## src/rtl/tick_timer_pkg.sv

```systemverilog
package tick_timer_pkg;

  typedef enum logic [2:0] {
    MODE_ONESHOT = 3'd0,
    MODE_CONT    = 3'd1,
    MODE_COUNTER = 3'd2,
    MODE_CAPTURE = 3'd3,
    MODE_COMPARE = 3'd4,
    MODE_GATED   = 3'd5,
    MODE_GATECAP = 3'd6,
    MODE_IDLE    = 3'd7
  } tmr_mode_e;

  // control register layout, most significant field first
  typedef struct packed {
    logic       irq_en;   // bit 9
    logic       pin_pol;  // bit 8
    logic [3:0] psc_code; // bits 7:4
    tmr_mode_e  mode;     // bits 3:1
    logic       run;      // bit 0
  } tmr_ctrl_t;

  localparam int CTRL_W = $bits(tmr_ctrl_t);

  localparam logic [2:0] ADDR_COUNT = 3'd0;
  localparam logic [2:0] ADDR_TERM  = 3'd1;
  localparam logic [2:0] ADDR_CAPT  = 3'd2;
  localparam logic [2:0] ADDR_CTRL  = 3'd3;
  localparam logic [2:0] ADDR_FLAG  = 3'd4;

endpackage

```

## src/rtl/tick_timer_psc.sv

```systemverilog
module tick_timer_psc #(
  parameter int CODE_W  = 4,
  parameter int MAX_LOG = 12
) (
  input  logic              clk,
  input  logic              rst,
  input  logic              run,
  input  logic              clr,
  input  logic [CODE_W-1:0] code,
  output logic              tick
);

  localparam int PW = (MAX_LOG < 1) ? 1 : MAX_LOG;

  logic [PW-1:0] cnt_q;
  logic [PW-1:0] lim;

  // terminal value of the divider, saturating at 2^MAX_LOG - 1
  always_comb begin
    if (code >= CODE_W'(MAX_LOG)) lim = '1;
    else                          lim = (PW'(1) << code) - PW'(1);
  end

  assign tick = run && (cnt_q == lim);

  always_ff @(posedge clk) begin
    if (rst || clr || !run) cnt_q <= '0;
    else if (tick)          cnt_q <= '0;
    else                    cnt_q <= cnt_q + PW'(1);
  end

  // divider never runs beyond the selected limit (code only changes with clr)
  assert_psc_bound_R3: assert property (@(posedge clk) disable iff (rst)
    !clr |=> (cnt_q <= lim));

endmodule

```

## src/rtl/tick_timer_pinsync.sv

```systemverilog
module tick_timer_pinsync #(
  parameter int STAGES = 2
) (
  input  logic clk,
  input  logic rst,
  input  logic pin_i,
  input  logic pol,
  output logic level_act,
  output logic edge_act,
  output logic edge_deact
);

  logic [STAGES:0] sh_q;
  logic            cur, prev, rise, fall;

  genvar g;
  generate
    for (g = 0; g <= STAGES; g++) begin : g_stage
      if (g == 0) begin : g_first
        always_ff @(posedge clk) begin
          if (rst) sh_q[0] <= 1'b0;
          else     sh_q[0] <= pin_i;
        end
      end else begin : g_next
        always_ff @(posedge clk) begin
          if (rst) sh_q[g] <= 1'b0;
          else     sh_q[g] <= sh_q[g-1];
        end
      end
    end
  endgenerate

  assign cur  = sh_q[STAGES-1];
  assign prev = sh_q[STAGES];
  assign rise = cur & ~prev;
  assign fall = ~cur & prev;

  assign level_act  = cur ^ pol;
  assign edge_act   = pol ? fall : rise;
  assign edge_deact = pol ? rise : fall;

  // an edge in the synchronized pin follows a level change one stage earlier
  assert_edge_origin_R6: assert property (@(posedge clk) disable iff (rst)
    (rise || fall) |-> (sh_q[STAGES-1] != $past(sh_q[STAGES-1])));

endmodule

```

## src/rtl/tick_timer_core.sv

```systemverilog
module tick_timer_core
  import tick_timer_pkg::*;
#(
  parameter int CNT_W = 32
) (
  input  logic             clk,
  input  logic             rst,
  input  tmr_mode_e        mode,
  input  logic             run,
  input  logic             psc_tick,
  input  logic             level_act,
  input  logic             edge_act,
  input  logic             edge_deact,
  input  logic [CNT_W-1:0] term,
  input  logic             cnt_wr,
  input  logic [CNT_W-1:0] cnt_wdata,
  output logic [CNT_W-1:0] count_q,
  output logic [CNT_W-1:0] cap_q,
  output logic             out_q,
  output logic             period_end,
  output logic             cap_evt,
  output logic             halt
);

  logic adv;
  logic gate_reload;

  always_comb begin
    adv = 1'b0;
    if (run) begin
      unique case (mode)
        MODE_ONESHOT, MODE_CONT,
        MODE_CAPTURE, MODE_COMPARE: adv = psc_tick;
        MODE_COUNTER:               adv = edge_act;
        MODE_GATED, MODE_GATECAP:   adv = psc_tick & level_act;
        default:                    adv = 1'b0;
      endcase
    end
  end

  assign period_end  = adv && (count_q >= term);
  assign gate_reload = run && (mode == MODE_GATECAP) && edge_deact;
  assign cap_evt     = (run && (mode == MODE_CAPTURE) && edge_act) || gate_reload;
  assign halt        = period_end && (mode == MODE_ONESHOT);

  always_ff @(posedge clk) begin
    if (rst)                             count_q <= '0;
    else if (cnt_wr)                     count_q <= cnt_wdata;
    else if (period_end || gate_reload)  count_q <= CNT_W'(1);
    else if (adv)                        count_q <= count_q + CNT_W'(1);
  end

  always_ff @(posedge clk) begin
    if (rst)          cap_q <= '0;
    else if (cap_evt) cap_q <= count_q;
  end

  always_ff @(posedge clk) begin
    if (rst)                                         out_q <= 1'b0;
    else if (period_end && (mode == MODE_COMPARE))   out_q <= ~out_q;
  end

  assert_reload_one_R2: assert property (@(posedge clk) disable iff (rst)
    (period_end && !cnt_wr) |=> (count_q == CNT_W'(1)));

  assert_toggle_R8: assert property (@(posedge clk) disable iff (rst)
    (period_end && mode == MODE_COMPARE) |=> (out_q != $past(out_q)));

  assert_gate_hold_R9: assert property (@(posedge clk) disable iff (rst)
    (run && mode == MODE_GATED && !level_act && !cnt_wr) |=> $stable(count_q));

  assert_cap_hold_R7: assert property (@(posedge clk) disable iff (rst)
    !cap_evt |=> $stable(cap_q));

  assert_gatecap_reload_R10: assert property (@(posedge clk) disable iff (rst)
    (gate_reload && !cnt_wr) |=> (count_q == CNT_W'(1)));

endmodule

```

## src/rtl/tick_timer.sv

```systemverilog
module tick_timer
  import tick_timer_pkg::*;
#(
  parameter int CNT_W       = 32,
  parameter int ADDR_W      = 3,
  parameter int PSC_CODE_W  = 4,
  parameter int PSC_MAX_LOG = 12,
  parameter int SYNC_STAGES = 2
) (
  input  logic              clk,
  input  logic              rst,
  input  logic [ADDR_W-1:0] addr_i,
  input  logic              wr_en_i,
  input  logic [CNT_W-1:0]  wr_data_i,
  output logic [CNT_W-1:0]  rd_data_o,
  input  logic              tmr_pin_i,
  output logic              tmr_pin_o,
  output logic              irq_o
);

  localparam int PAD_W = CNT_W - CTRL_W;

  tmr_ctrl_t        ctrl_q;
  logic [CNT_W-1:0] term_q;
  logic             flag_q;
  logic [CNT_W-1:0] count_w, cap_w;
  logic             psc_tick, level_act, edge_act, edge_deact;
  logic             period_end, cap_evt, halt, out_w;
  logic             cnt_wr, ctrl_wr, term_wr, flag_wr;

  assign cnt_wr  = wr_en_i && (addr_i == ADDR_W'(ADDR_COUNT));
  assign term_wr = wr_en_i && (addr_i == ADDR_W'(ADDR_TERM));
  assign ctrl_wr = wr_en_i && (addr_i == ADDR_W'(ADDR_CTRL));
  assign flag_wr = wr_en_i && (addr_i == ADDR_W'(ADDR_FLAG));

  tick_timer_psc #(
    .CODE_W (PSC_CODE_W),
    .MAX_LOG(PSC_MAX_LOG)
  ) u_psc (
    .clk (clk),
    .rst (rst),
    .run (ctrl_q.run),
    .clr (ctrl_wr),
    .code(ctrl_q.psc_code),
    .tick(psc_tick)
  );

  tick_timer_pinsync #(
    .STAGES(SYNC_STAGES)
  ) u_sync (
    .clk       (clk),
    .rst       (rst),
    .pin_i     (tmr_pin_i),
    .pol       (ctrl_q.pin_pol),
    .level_act (level_act),
    .edge_act  (edge_act),
    .edge_deact(edge_deact)
  );

  tick_timer_core #(
    .CNT_W(CNT_W)
  ) u_core (
    .clk       (clk),
    .rst       (rst),
    .mode      (ctrl_q.mode),
    .run       (ctrl_q.run),
    .psc_tick  (psc_tick),
    .level_act (level_act),
    .edge_act  (edge_act),
    .edge_deact(edge_deact),
    .term      (term_q),
    .cnt_wr    (cnt_wr),
    .cnt_wdata (wr_data_i),
    .count_q   (count_w),
    .cap_q     (cap_w),
    .out_q     (out_w),
    .period_end(period_end),
    .cap_evt   (cap_evt),
    .halt      (halt)
  );

  always_ff @(posedge clk) begin
    if (rst)          term_q <= '0;
    else if (term_wr) term_q <= wr_data_i;
  end

  always_ff @(posedge clk) begin
    if (rst)          ctrl_q     <= '0;
    else if (ctrl_wr) ctrl_q     <= tmr_ctrl_t'(wr_data_i[CTRL_W-1:0]);
    else if (halt)    ctrl_q.run <= 1'b0;
  end

  // set wins over a simultaneous write-one-to-clear
  always_ff @(posedge clk) begin
    if (rst)                          flag_q <= 1'b0;
    else if (period_end || cap_evt)   flag_q <= 1'b1;
    else if (flag_wr && wr_data_i[0]) flag_q <= 1'b0;
  end

  always_ff @(posedge clk) begin
    if (rst) rd_data_o <= '0;
    else begin
      unique case (addr_i)
        ADDR_W'(ADDR_COUNT): rd_data_o <= count_w;
        ADDR_W'(ADDR_TERM):  rd_data_o <= term_q;
        ADDR_W'(ADDR_CAPT):  rd_data_o <= cap_w;
        ADDR_W'(ADDR_CTRL):  rd_data_o <= {{PAD_W{1'b0}}, ctrl_q};
        ADDR_W'(ADDR_FLAG):  rd_data_o <= {{(CNT_W-1){1'b0}}, flag_q};
        default:             rd_data_o <= '0;
      endcase
    end
  end

  assign tmr_pin_o = out_w;
  assign irq_o     = flag_q & ctrl_q.irq_en;

  assert_flag_on_end_R11: assert property (@(posedge clk) disable iff (rst)
    (period_end || cap_evt) |=> flag_q);

  assert_w1c_R11: assert property (@(posedge clk) disable iff (rst)
    (flag_wr && wr_data_i[0] && !period_end && !cap_evt) |=> !flag_q);

  assert_oneshot_halt_R4: assert property (@(posedge clk) disable iff (rst)
    (halt && !ctrl_wr) |=> !ctrl_q.run);

  assert_cont_keeps_run_R5: assert property (@(posedge clk) disable iff (rst)
    (ctrl_q.run && ctrl_q.mode == MODE_CONT && !ctrl_wr) |=> ctrl_q.run);

endmodule

```

## config.mk

```make
export PLATFORM = sky130hd
export DESIGN_NAME = tick_timer
export DESIGN_NICKNAME = d
export VERILOG_FILES = /design/src/rtl/tick_timer_pkg.sv /design/src/rtl/tick_timer_psc.sv /design/src/rtl/tick_timer_pinsync.sv /design/src/rtl/tick_timer_core.sv /design/src/rtl/tick_timer.sv
export SDC_FILE = /design/constraint.sdc
export NUM_CORES = 1
export LEC_CHECK = 0
export ABC_AREA = 1
export BUFFER_PORTS_ARGS = -buffer_cell sky130_fd_sc_hd__buf_2
export CAP_MARGIN = 20
export CORE_ASPECT_RATIO = 1.2
export CORE_MARGIN = 10
export CORE_UTILIZATION = 25
export CTS_BUF_LIST = sky130_fd_sc_hd__clkbuf_8
export CTS_CLUSTER_DIAMETER = 50
export CTS_CLUSTER_SIZE = 12
export DETAILED_ROUTE_END_ITERATION = 8
export GPL_TIMING_DRIVEN = 0
export MAX_ROUTING_LAYER = met4
export PLACE_DENSITY = 0.43
export SLEW_MARGIN = 20
export SYNTH_ARGS = -nofsm -noshare
export SYNTH_HDL_FRONTEND = slang
export SYNTH_SLANG_ARGS = --single-unit
```

## constraint.sdc

```tcl
create_clock -name clk -period 2.9 [get_ports clk]
set_input_delay 0.29 -clock clk [delete_from_list [all_inputs] [get_ports clk]]
set_output_delay 0.29 -clock clk [all_outputs]
set_load 0.005 [all_outputs]
```

; ---- Yosys cells after proc, flatten, opt, wreduce, memory -nomap -nowiden
; Index checks and enable logic that the tools add are counted.
; Widths: inputs -> output; s select.
[classes]
n_addsub = 3
magnitude_cmp = 2
eq_ne = 11
n_shift = 1
n_mux = 13
n_bitwise = 8
n_reduce_logical = 27
[op_table]
columns = op, count
row1 = $pmux 32 s5, 1
row2 = $mux 32, 3
row3 = $add 32x1->32 const B, 1
row4 = $ge 32x32->1, 1
row5 = $logic_and 1x1->1, 13
row6 = $add 12x1->12 const B, 1
row7 = $eq 12x12->1, 1
row8 = $eq 3x2->1 const B, 4
row9 = $eq 3x3->1 const B, 4
row10 = $mux 12, 1
row11 = $shl 1x4->12 const A, 1
row12 = $sub 12x2->12 const B, 1
row13 = $mux 1, 7
row14 = $eq 3x1->1 const B, 2
row15 = $logic_not 3->1, 2
row16 = $logic_or 1x1->1, 5
row17 = $and 1x1->1, 4
row18 = $ge 4x4->1 const B, 1
row19 = $reduce_bool 2->1, 2
row20 = $reduce_or 2->1, 2
row21 = $reduce_or 4->1, 1
row22 = $not 1->1, 3
row23 = $pmux 1 s3, 1
row24 = $reduce_bool 3->1, 1
row25 = other kinds (2), 2
[word_totals]
regBits = 155
input_bits = 39
elab_cells = 80

; ---- Logic depth before layout (Yosys ltp)
[logic_depth]
ltp_word = 12
ltp_mapped = 19
mapped_depth_nobuf = 17

; ---- Hierarchy
; A second synthesis with hierarchy kept.
[unflattened]
cells_unflattened = 1340
area_unflattened_um2 = 8879.8
[modules_own_cells]
columns = module, n_inst, cells_per_inst, area_per_inst_um2
row1 = tick_timer_core, 1, 628, 4436.8
row2 = tick_timer, 1, 532, 3370.7
row3 = tick_timer_psc, 1, 162, 945.9
row4 = tick_timer_pinsync, 1, 18, 126.4

; ---- Worst setup path before layout
; OpenSTA, ideal clock, no wires.
[synth_timing]
path_kind = reg2reg
startpoint = register ctrl_q[6] in the netlist's numbering
endpoint = register u_core.count_q[10]
arrival_ps = 2114
path_slack_ps = 667
stages_incl_launch_ff = 19
period_less_slack_ps = 2233
cell_sequence = dfxtp_1 -> nor2_2 -> buf_6 -> nand3_1 -> ha_1 -> nand2_1 -> nand2_1 -> nand2_1 -> nor2_1 -> nand2_1 -> nor2_2 -> nand3_2 -> nor2_4 -> nand3_2 -> nand2_4 -> nand2_4 -> buf_6 -> a22oi_2 -> a21oi_2
[synth_via]
elab_chain_cells = 12
word_cells_on_any_way = 14
classes_between = add/sub (1) / order compare (1) / eq/ne (1) / shift (1) / mux (5) / bitwise (1) / reduce/logical (4)
[synth_rtl]
columns = element, line
row1 = "start, declared", tick_timer.sv:23  ; tmr_ctrl_t ctrl_q;
row2 = "start signal, assigned", tick_timer.sv:89  ; else if (ctrl_wr) ctrl_q <= tmr_ctrl_t'(wr_data_i[CTRL_W-1:0]);
row3 = $shl 1x4->12, tick_timer_psc.sv:21  ; else lim = (PW'(1) << code) - PW'(1);
row4 = $sub 12x2->12, tick_timer_psc.sv:21
row5 = $mux 12 *, tick_timer_psc.sv:20  ; if (code >= CODE_W'(MAX_LOG)) lim = '1;
row6 = $eq 12x12->1 *, tick_timer_psc.sv:24  ; assign tick = run && (cnt_q == lim);
row7 = $logic_and 1x1->1 *, tick_timer_psc.sv:24
row8 = $and 1x1->1, tick_timer_core.sv:35  ; MODE_GATED, MODE_GATECAP: adv = psc_tick & level_act;
row9 = $pmux 1 s3 *, tick_timer_core.sv:31  ; unique case (mode)
row10 = $mux 1 *, tick_timer_core.sv:30  ; if (run) begin
row11 = $logic_and 1x1->1, tick_timer_core.sv:41  ; assign period_end = adv && (count_q >= term);
row12 = $logic_or 1x1->1, tick_timer_core.sv:49  ; else if (period_end || gate_reload) count_q <= CNT_W'(1);
row13 = $mux 32, tick_timer_core.sv:49
row14 = $mux 32, tick_timer_core.sv:48  ; else if (cnt_wr) count_q <= cnt_wdata;
row15 = "end signal, assigned", tick_timer_core.sv:48
row16 = "end signal, assigned", tick_timer_core.sv:50  ; else if (adv) count_q <= count_q + CNT_W'(1);
row17 = "end, declared", tick_timer_core.sv:17  ; output logic [CNT_W-1:0] count_q,
; Every way passes the cells marked *; elsewhere a longest branch is shown, timed or not.
; A chain may end at the register's enable or synchronous reset.

; ---- Worst setup path in the final report
[layout_timing]
startpoint = register u_core.count_q[27]
endpoint = register u_core.count_q[16]
[layout_via]
elab_chain_cells = 5
word_cells_on_any_way = 6
classes_between = order compare (1) / mux (2) / reduce/logical (3)
[layout_rtl]
columns = element, line
row1 = $ge 32x32->1 *, tick_timer_core.sv:41
row2 = $logic_and 1x1->1 *, tick_timer_core.sv:41
row3 = $logic_or 1x1->1 *, tick_timer_core.sv:49
row4 = $mux 32, tick_timer_core.sv:49
row5 = $mux 32, tick_timer_core.sv:48
; Marked as above.

==> flow_summary.ini <==
[detailed_routing]
drt_iter0_markers = 411
viasPerCell = 4.634
vias = 7683
drc = 0
firstDrtPassIters = 5
antenna_left = 0
wl_um = 29460
wl_per_cell_um = 17.77

[synthesis]
syn_nets = 1178
ys_types = 46
synth_fa_ha_area_frac = 0.05193
synth_area_um2 = 8433
netlist_instances = 1104
yosysSeqAreaShare = 0.3680
synth-simple-area-share = 0.1994
syn_avg_cell_area_um2 = 7.639
synth_mux_area_frac = 0
yosys_warnings = 0
ys_ff_latch = 155
synth_top_family_by_area = compound AO/OA/AOI/OAI gates
synth-main-ff-cell = dfxtp_1
synth_compound_area_frac = 0.2448
synth_edf_count = 0
synthArstFlopShare = 0
synth_xor_area_frac = 0.03739

[die]
die_h_um = 221.2
initial_core_util = 0.2537
die_w_um = 187.7
core_area_um2 = 33250
die_area_um2 = 41510
rows = 73
io_pins = 73

[final_layout]
nFillCells = 3744
design_area_um2 = 9802
nNetsFinal = 1269
antenna_cells = 0
layout-drive-gt1-share = 0.1697
stdcell_count = 1658
syn_to_final_growth_pct = 16.23
fin_util = 0.2948

[pwr]
leakage_nw = 3.990
vdd_drop_max_mv = 0.2612
pwr-share-clk = 0.397
p_int_mw = 3.207
p_sw_frac = 0.2899
comb_power_share = 0.114
power.switching_mw = 1.309
finalPower_mw = 4.516
seq_power_share = 0.489
p_per_area_nw_per_um2 = 460.7

[worst_setup_path]
arrival_ps = 3130
endpoint_kind = flop
worst-setup-path-type = reg -> reg
rrSetupSlack_ps = 180
cp.required_ps = 3320
cp_max_fo = 10
worstSetupStartpointType = flop

[outcome]
status = finished clean

[min_path]
worstHoldPathType = in -> reg

[cts]
cts_buffer_depth = 2
cts_tree = done
postCtsSetupBuffers = 0
cts_sinks = 155
clk_pin_slew_ps = 100
cts_buffers = 17
cts-root-buf = clkbuf_8
htree_num_levels = 4
clock_latency_ps = 490

[sta]
timing.final.crit_period_ps = 2716
max_freq_mhz = 368.2
tns_ps = 0
rsz0062_at_grt = no
layout_setup_ws_ps = 183.9
setup_viol = 0
hold_viol_final = 0
worst_pin_slew_ps = 873.1
slew_violations = 0
period_share = 0.9366
slew_headroom = 0.4179
clock_skew_ps = 21.28
hold_slack_ps = 104.4

[global_route]
grt_pass1_wl_um = 45840
antenna_found_initial = 0
grt_usage = 0.1451
grt-ovfl-total = 0
grt_pass1_vias = 7932
grt_max_degree = 17

[flow_run]
drv_cap = 0

[placed_design]
dpl.cell_count = 1625
port_buffers = 71
pre_cts_slack_ps = -10.75
hpwlAfterDp_um = 22720
routabilityCongestion = 0.8370
place_area_um2 = 9351
==> synthesized netlist by cell type (4+ instances only) <==
master    count  area (um2)
nand3_2       4       40.04
buf_2         4       20.02
nor4_1        4       25.02
nor2_1       88       330.3
nand3_1      39       195.2
a21oi_1      91       455.4
a21oi_2      29       254.0
nor3_1       16       80.08
o22ai_1       9       56.30
inv_2         4       15.01
nor3_2        4       40.04
clkbuf_1     46       172.7
dfxtp_1     155        3103
nor2_2        4       25.02
o211ai_1      9       67.56
xor2_1       32       280.3
inv_1       131       491.7
nand2_1     160       600.6
o21ai_1      31       155.2
o221ai_1     16       140.1
xnor2_1       4       35.03
nand4_1      12       75.07
buf_1         4       15.01
a221oi_1     10       87.58
a22oi_2      30       375.4
nand3b_1     19       142.6
buf_6         5       56.30
ha_1         35       437.9
o21ai_0      85       425.4
==> power groups by stage <==
stage	Sequential, mW	Combinational [mW]	Clock (mW)
final	2.21	0.514	1.79
after global routing	2.21	0.581	1.93
after CTS	2.21	0.511	1.84
after detailed placement	2.26	0.507	0
after global placement	2.26	0.507	0
after floorplan	2.25	0.322	0
==> layer usage <==
| metal | track usage | up-vias | wire, um |
|---|---|---|---|
| met3 | 0.02407 | 34 | 789 |
| met2 | 0.2516 | 135 | 15070 |
| met5 | - | - | 0 |
| met4 | 0.05022 | 0 | 637 |
| met1 | 0.1654 | 3607 | 12960 |
| li1 | - | 3907 | - |
==> placed cells by master (no fill, tap or decap), types with 35 or more instances in the layout <==
master / n
a21oi_1: 90
o21ai_0: 85
nand3_1: 39
clkbuf_1: 46
nand2_1: 160
nor2_1: 88
dfxtp_1: 155
ha_1: 35
buf_2: 75
inv_1: 131
==> path summary, 6_finish.rpt <==
| kind | cells after the start | end | from |
|---|---|---|---|
| worst max-delay path | 11 | u_core.count_q[16] | u_core.count_q[27] |
| worst min-delay path | 3 | u_core.count_q[20] | wr_data_i[20] |
| worst max register to register | 11 | u_core.count_q[16] | u_core.count_q[27] |
| worst min register to register | 2 | u_sync.cur | u_sync.sh_q[0] |
==> kinds of logic (layout without fill, tap and decap cells) <==
group,Yosys count,count (layout)
AOI/OAI and AO/OA,315,315
xor gates and xnor gates,36,36
adders and majority gates,35,35
buffers and inverters,200,304
DFF,155,155
and+or+nand+nor,363,363
==> layout make-up <==
type | instances | area, um2 | share of cell area
Clock buffer | 21 | 289.0 | 0.02949
Inverter | 137 | 514.2 | 0.05246
Sequential cell | 155 | 3103 | 0.3166
Clock inverter | 11 | 132.6 | 0.01353
Buffer | 63 | 316.6 | 0.03230
Multi-Input combinational cell | 749 | 4518 | 0.4609
Tap cell | 450 | 563.0 | 0.05744
Timing Repair Buffer | 72 | 365.4 | 0.03727
==> flip-flops by register name, indices dropped and copies added, names as in the netlist, 10 cells and up <==
register        count
rd_data_o          32
ctrl_q             10
u_core.count_q     32
term_q             32
u_core.cap_q       32
u_psc.cnt_q        12
==> critical path: stages (launching register included) <==
cell and delay [ps]:
dfxtp_1 500, ha_1 300, nand2_1 150, o21ai_0 140, nand2_1 80, o211ai_1 170
a21oi_2 240, nand3_1 210, nand3_4 220, buf_2 330, nand3_1 160, a21oi_2 150
==> timing repair <==
| item | 4_1_cts | 5_1_grt |
|---|---|---|
| gates resized for setup | 0 | 3 |
| endpoints found under the setup margin | 0 | 30 |
| hold buffers | 1 | 0 |
| endpoints found under the hold margin | 1 | 0 |
Note: power is estimated with default switching activity, not from simulation.
